## config.mk

```make
export PLATFORM = sky130hd
export DESIGN_NAME = rst_cause_tracker
export DESIGN_NICKNAME = d
export VERILOG_FILES = /design/src/rtl/rcst_pkg.sv /design/src/rtl/rcst_rsync.sv /design/src/rtl/rcst_arb.sv /design/src/rtl/rcst_flags.sv /design/src/rtl/rcst_pcsel.sv /design/src/rtl/rst_cause_tracker.sv
export SDC_FILE = /design/constraint.sdc
export NUM_CORES = 1
export LEC_CHECK = 0
export BUFFER_PORTS_ARGS = -buffer_cell sky130_fd_sc_hd__buf_2
export CELL_PAD_IN_SITES_DETAIL_PLACEMENT = 1
export CELL_PAD_IN_SITES_GLOBAL_PLACEMENT = 1
export CORE_MARGIN = 10
export CORE_UTILIZATION = 33
export CTS_CLUSTER_DIAMETER = 80
export DETAILED_ROUTE_END_ITERATION = 10
export PLACE_DENSITY = 0.79
export SETUP_SLACK_MARGIN = 0.3
export SLEW_MARGIN = 20
export SYNTH_ARGS = -nofsm -noshare
export SYNTH_HDL_FRONTEND = slang
export SYNTH_HIERARCHICAL = 1
export SYNTH_SLANG_ARGS = --single-unit
```

## constraint.sdc

```tcl
create_clock -name clk -period 2.4 [get_ports clk]
set_clock_uncertainty 0.05 [all_clocks]
set_input_delay 0.72 -clock clk [delete_from_list [all_inputs] [get_ports clk]]
set_output_delay 0.72 -clock clk [all_outputs]
set_load 0.02 [all_outputs]
```

## src/rtl/rcst_pkg.sv

```systemverilog
package rcst_pkg;
  localparam int NUM_EV = 8;
  localparam int EV_W   = $clog2(NUM_EV);

  // index equals priority, 0 highest
  typedef enum logic [EV_W-1:0] {
    EV_POR  = 3'd0,
    EV_BOR  = 3'd1,
    EV_MCLR = 3'd2,
    EV_WDT  = 3'd3,
    EV_OVF  = 3'd4,
    EV_UNF  = 3'd5,
    EV_RSTI = 3'd6,
    EV_IRQ  = 3'd7
  } ev_e;

  localparam logic [1:0] PC_ZERO = 2'd0;
  localparam logic [1:0] PC_NEXT = 2'd1;
  localparam logic [1:0] PC_VEC  = 2'd2;

  typedef struct packed {
    logic soft_n;
    logic wdog_n;
    logic pdown_n;
    logic pwr_n;
    logic brown_n;
    logic stk_full;
    logic stk_empty;
  } flags_t;

  localparam flags_t FLAGS_COLD = '{soft_n: 1'b1, wdog_n: 1'b1, pdown_n: 1'b1,
                                    pwr_n: 1'b0, brown_n: 1'b0,
                                    stk_full: 1'b0, stk_empty: 1'b0};
endpackage

```

## src/rtl/rcst_rsync.sv

```systemverilog
module rcst_rsync (
  input  logic clk,
  input  logic rst_n,
  output logic rst_sync_n
);
  logic s1_q;
  logic s2_q;

  always_ff @(posedge clk or negedge rst_n) begin
    if (!rst_n) begin
      s1_q <= 1'b0;
      s2_q <= 1'b0;
    end else begin
      s1_q <= 1'b1;
      s2_q <= s1_q;
    end
  end

  assign rst_sync_n = s2_q;
endmodule

```

## src/rtl/rcst_arb.sv

```systemverilog
module rcst_arb #(
  parameter int N = 8,
  localparam int IW = (N > 1) ? $clog2(N) : 1
) (
  input  logic [N-1:0]  req,
  output logic          vld,
  output logic [IW-1:0] idx
);
  always_comb begin
    vld = 1'b0;
    idx = '0;
    for (int i = N - 1; i >= 0; i--) begin
      if (req[i]) begin
        vld = 1'b1;
        idx = IW'(i);
      end
    end
  end
endmodule

```

## src/rtl/rcst_flags.sv

```systemverilog
module rcst_flags
  import rcst_pkg::*;
(
  input  logic       clk,
  input  logic       rst_n,
  input  logic       ev_vld,
  input  ev_e        ev_sel,
  input  logic       low_pwr,
  input  logic       sw_set_pwr,
  input  logic       sw_set_brown,
  input  logic       sw_clr_full,
  input  logic       sw_clr_empty,
  output flags_t     flags_q
);
  flags_t flags_d;
  logic   flags_en;

  assign flags_en = ev_vld | sw_set_pwr | sw_set_brown | sw_clr_full | sw_clr_empty;

  always_comb begin
    flags_d = flags_q;
    if (sw_set_pwr)   flags_d.pwr_n     = 1'b1;
    if (sw_set_brown) flags_d.brown_n   = 1'b1;
    if (sw_clr_full)  flags_d.stk_full  = 1'b0;
    if (sw_clr_empty) flags_d.stk_empty = 1'b0;
    if (ev_vld) begin
      unique case (ev_sel)
        EV_POR:  flags_d = FLAGS_COLD;
        EV_BOR: begin
          flags_d.soft_n  = 1'b1;
          flags_d.wdog_n  = 1'b1;
          flags_d.pdown_n = 1'b1;
          flags_d.brown_n = 1'b0;
        end
        EV_MCLR: begin
          flags_d.wdog_n = 1'b1;
          if (low_pwr) flags_d.pdown_n = 1'b0;
        end
        EV_WDT: begin
          flags_d.wdog_n = 1'b0;
          if (low_pwr) flags_d.pdown_n = 1'b0;
        end
        EV_OVF:  flags_d.stk_full  = 1'b1;
        EV_UNF:  flags_d.stk_empty = 1'b1;
        EV_RSTI: flags_d.soft_n    = 1'b0;
        EV_IRQ:  flags_d.pdown_n   = 1'b0;
        default: flags_d = flags_q;
      endcase
    end
  end

  always_ff @(posedge clk or negedge rst_n) begin
    if (!rst_n) begin
      flags_q <= FLAGS_COLD;
    end else if (flags_en) begin
      flags_q <= flags_d;
    end
  end
endmodule

```

## src/rtl/rcst_pcsel.sv

```systemverilog
module rcst_pcsel
  import rcst_pkg::*;
#(
  parameter int ADDR_W = 16,
  parameter logic [ADDR_W-1:0] VEC_HI = 'h0008,
  parameter logic [ADDR_W-1:0] VEC_LO = 'h0018
) (
  input  logic              clk,
  input  logic              rst_n,
  input  logic              ev_vld,
  input  ev_e               ev_sel,
  input  logic              low_pwr,
  input  logic              stk_rst_en,
  input  logic              gie_hi,
  input  logic              gie_lo,
  input  logic              irq_prio,
  output logic              load_q,
  output logic [1:0]        sel_q,
  output logic [ADDR_W-1:0] vec_q
);
  logic              load_d;
  logic [1:0]        sel_d;
  logic [ADDR_W-1:0] vec_d;

  always_comb begin
    load_d = 1'b0;
    sel_d  = PC_ZERO;
    vec_d  = '0;
    if (ev_vld) begin
      unique case (ev_sel)
        EV_WDT: begin
          load_d = 1'b1;
          sel_d  = low_pwr ? PC_NEXT : PC_ZERO;
        end
        EV_OVF, EV_UNF: load_d = stk_rst_en;
        EV_IRQ: begin
          load_d = 1'b1;
          if (irq_prio && gie_hi) begin
            sel_d = PC_VEC;
            vec_d = VEC_HI;
          end else if (!irq_prio && gie_lo) begin
            sel_d = PC_VEC;
            vec_d = VEC_LO;
          end else begin
            sel_d = PC_NEXT;
          end
        end
        default: load_d = 1'b1;
      endcase
    end
  end

  always_ff @(posedge clk or negedge rst_n) begin
    if (!rst_n) begin
      load_q <= 1'b0;
    end else begin
      load_q <= load_d;
    end
  end

  always_ff @(posedge clk or negedge rst_n) begin
    if (!rst_n) begin
      sel_q <= PC_ZERO;
      vec_q <= '0;
    end else if (load_d) begin
      sel_q <= sel_d;
      vec_q <= vec_d;
    end
  end
endmodule

```

## src/rtl/rst_cause_tracker.sv

```systemverilog
module rst_cause_tracker
  import rcst_pkg::*;
#(
  parameter int ADDR_W = 16,
  parameter logic [ADDR_W-1:0] VEC_HI = 'h0008,
  parameter logic [ADDR_W-1:0] VEC_LO = 'h0018
) (
  input  logic              clk,
  input  logic              rst_n,
  input  logic              ev_por,
  input  logic              ev_bor,
  input  logic              ev_mclr,
  input  logic              ev_rstins,
  input  logic              ev_wdt,
  input  logic              ev_stk_ovf,
  input  logic              ev_stk_unf,
  input  logic              ev_irq_wake,
  input  logic [1:0]        pm_mode,
  input  logic              stk_rst_en,
  input  logic              gie_hi,
  input  logic              gie_lo,
  input  logic              irq_prio,
  input  logic [1:0]        brn_cfg,
  input  logic              sw_set_pwr,
  input  logic              sw_set_brown,
  input  logic              sw_clr_full,
  input  logic              sw_clr_empty,
  output logic              rc_soft_n,
  output logic              rc_wdog_n,
  output logic              rc_pdown_n,
  output logic              rc_pwr_n,
  output logic              rc_brown_n,
  output logic              rc_stk_full,
  output logic              rc_stk_empty,
  output logic              rc_sbo_en,
  output logic              pc_load,
  output logic [1:0]        pc_sel,
  output logic [ADDR_W-1:0] pc_vec
);
  logic              rst_sync_n;
  logic [NUM_EV-1:0] ev_req;
  logic              ev_vld;
  logic [EV_W-1:0]   ev_idx;
  ev_e               ev_sel;
  logic              low_pwr;
  logic              irq_ok;
  flags_t            flags_q;

  assign low_pwr = pm_mode[1];
  assign irq_ok  = ev_irq_wake & (pm_mode != 2'b00);

  assign ev_req = {irq_ok, ev_rstins, ev_stk_unf, ev_stk_ovf,
                   ev_wdt, ev_mclr, ev_bor, ev_por};

  rcst_rsync u_rsync (
    .clk        (clk),
    .rst_n      (rst_n),
    .rst_sync_n (rst_sync_n)
  );

  rcst_arb #(.N(NUM_EV)) u_arb (
    .req (ev_req),
    .vld (ev_vld),
    .idx (ev_idx)
  );

  assign ev_sel = ev_e'(ev_idx);

  rcst_flags u_flags (
    .clk          (clk),
    .rst_n        (rst_sync_n),
    .ev_vld       (ev_vld),
    .ev_sel       (ev_sel),
    .low_pwr      (low_pwr),
    .sw_set_pwr   (sw_set_pwr),
    .sw_set_brown (sw_set_brown),
    .sw_clr_full  (sw_clr_full),
    .sw_clr_empty (sw_clr_empty),
    .flags_q      (flags_q)
  );

  rcst_pcsel #(.ADDR_W(ADDR_W), .VEC_HI(VEC_HI), .VEC_LO(VEC_LO)) u_pc (
    .clk        (clk),
    .rst_n      (rst_sync_n),
    .ev_vld     (ev_vld),
    .ev_sel     (ev_sel),
    .low_pwr    (low_pwr),
    .stk_rst_en (stk_rst_en),
    .gie_hi     (gie_hi),
    .gie_lo     (gie_lo),
    .irq_prio   (irq_prio),
    .load_q     (pc_load),
    .sel_q      (pc_sel),
    .vec_q      (pc_vec)
  );

  assign rc_soft_n    = flags_q.soft_n;
  assign rc_wdog_n    = flags_q.wdog_n;
  assign rc_pdown_n   = flags_q.pdown_n;
  assign rc_pwr_n     = flags_q.pwr_n;
  assign rc_brown_n   = flags_q.brown_n;
  assign rc_stk_full  = flags_q.stk_full;
  assign rc_stk_empty = flags_q.stk_empty;
  assign rc_sbo_en    = (brn_cfg == 2'b01);
endmodule

```

==> reports/metrics.csv <==
metric,value,unit
critPathKind,primary input to flop,
worstSetupEndpointType,flop,
routed_via_density,4.770,
layout_commonest_cell,buf_2,
synthArstFlopShare,100.0,%
min_period_over_period,85.53,%
num_vias,725,
use_met1,9.677,%
die_h,70.55,um
die_area,4977,sq um
wl_per_cell,16.14,um
seq_area_frac_synth,41.99,%
rsz0062_at_grt,true,
postRouteAntennaNets,0,
cap_violations,0,
gr-total-overflow,0,
synth_top_flop_cell,dfrtp_1,
num_antenna_cells,0,
io_buffer_count,34,
grt_pass1_vias,869,
ys_warn_count,6,
required,2570,ps
grt_usage,9.452,%
hold_viol,0,
grt_start_max_net_pins,13,
clk_pin_slew,90,ps
drt_wl_total,2454,um
layout_common_cells,"buf_2, conb_1, dfrtp_1",
cts_root_buf,clkbuf_4,
clock_latency,280,ps
syn_avg_cell_area,10.54,sq um
drive_gt1_share,52.46,%
dp_hpwl,2033,um
clk_path_buf_depth,2,
report.final.slew_viol_count,0,
cp.arrival,2220,ps
cts_buffers,3,
drc,0,
use_met2,16.37,%
cts_tree,yes,
yosysTopAreaCellShare,32.64,%
area_growth,36.05,%
clock-sinks,14,
gp_congestion,0.8125,
synthTopCellsByArea,"dfrtp_1, buf_4, dfstp_2, nor2b_1, mux2_4",
synth_cell_types,32,
top_usage_layer,met2,
hold_path_class,flop to asynchronous set/reset pin,
power.total,0.0005406,W
yosysTopAreaCell,dfrtp_1,
period_needed,2053,ps
fp.coreArea,2455,sq um
use_met3,4.184,%
grt_antenna_before_repair,0,
p_leak,0.5841,nW
syn_area,843.3,sq um
nets,145,
critPathMaxFanout,3,
fillers,294,
drt_iter0_markers,11,
h-tree-depth,1,
initial_core_util,34.35,%
status,"finished, final reports clean",
startpoint_type,primary input,
die_x,70.55,um
row_count,18,
synth_edf_count,0,
syn_inst,80,
vdd_drop_max,0.0003358,V
p_per_area,471.1,nW/um^2
fin_setup_tns,0,ps
drt_first_pass_iters,4,
io_pins,49,
grt_pass1_wl,3919,um
synth_seq_cells,14,
final-setup-viol-count,0,
fmax,487.2,MHz
## cell usage after synthesis (2+ instances only)
master	n
mux2_4	2
a21o_1	2
o21ai_0	5
conb_1	2
nand2b_4	2
a21oi_1	2
buf_4	14
dfrtp_1	11
nor2b_1	6
inv_1	2
nand3_1	3
nor2_1	5
nand2_1	2
dfstp_2	3
mux2i_1	2
## metrics by stage
stage / cells / worst slack, ps / cell area [sq um] / utilization (%) / hold slack [ps]
finish: 152 / 347.3 / 1147 / 46.74 / 148.9
global placement: 146 / 108.9 / 1082 / 44.09 / 148.7
global route: 152 / 229.1 / 1147 / 46.74 / 136.1
CTS: 150 / 370.6 / 1119 / 45.57 / 149.8
floorplan: 93 / 261.9 / 957.2 / - / 94.92
detailed placement: 146 / 80.00 / 1082 / 44.09 / 162.0
## critical path: stages
cell	delay, ps
buf_2	110
o21a_4	160
o21ai_1	90
a211oi_2	390
buf_4	190
nand3_2	100
nor4b_4	320
a21o_1	130
## final timing paths
| kind | cells past startpoint | slack, ps | to | start |
|---|---|---|---|---|
| setup / recovery | 8 | 350 | u_pc/vec_q[3]$_DFFE_PN0P_ | pm_mode[1] |
| hold / removal | 0 | 150 | u_flags/flags_q[0]$_DFFE_PN0P_ | u_rsync/rst_sync_n$_DFF_PN0_ |
| setup reg to reg | 2 | 1370 | u_flags/flags_q[6]$_DFFE_PN1P_ | u_flags/flags_q[6]$_DFFE_PN1P_ |
| hold reg to reg | 0 | 150 | u_flags/flags_q[0]$_DFFE_PN0P_ | u_rsync/rst_sync_n$_DFF_PN0_ |
| max in group asynchronous | 0 | 1800 | u_flags/flags_q[5]$_DFFE_PN1P_ | u_rsync/rst_sync_n$_DFF_PN0_ |
| min in group clk | 0 | 310 | u_rsync/rst_sync_n$_DFF_PN0_ | u_rsync/s1_q$_DFF_PN0_ |
## area by class of cell
cell class                      instances  area [sq um]  share of cell area [%]
Tap cell                               30         37.54                   3.272
Timing Repair Buffer                   39         207.7                   18.10
Inverter                                2         7.507                  0.6543
Sequential cell                        14         354.1                   30.86
Multi-Input combinational cell         63         504.2                   43.95
Clock buffer                            4         36.28                   3.162
## per-layer routing
metal  up-vias  routed length, um  part of all wire, %
li1        337                  -                    -
met1       349                971                   40
met2        35               1218                   50
met3         4                232                  9.5
met4         0                 32                  1.3
met5         -                  0                    0
## timing repair
item / CTS / global route
buffers inserted: 0 / 2
hold endpoints to repair: 0 / 0
hold buffers: 0 / 0
setup endpoints to repair: 0 / 3
resized for setup: 0 / 2
## registers in the layout, summed over array words and instances (netlist names)
signal and count:
u_rsync/rst_sync_n 1, u_pc/vec_q 2, u_pc/load_q 1, u_rsync/s1_q 1
u_pc/sel_q 2, u_flags/flags_q 7
## where the power goes
group,internal (W),switching [W]
clock,0.0000922,0.0000782
sequential,0.000245,0.00000745
combinational,0.0000445,0.0000730
total,0.000382,0.000159
## kinds of logic after synthesis
logic type | after synthesis | synth area share, %
AND/OR/NAND/NOR | 26 | 22.70
AO/OA/AOI/OAI | 18 | 15.13
buffers and inverters | 16 | 13.35
flip-flops | 14 | 41.99
multiplexers | 4 | 5.935
other | 2 | 0.8905
Power figures use the tool's default switching activity.
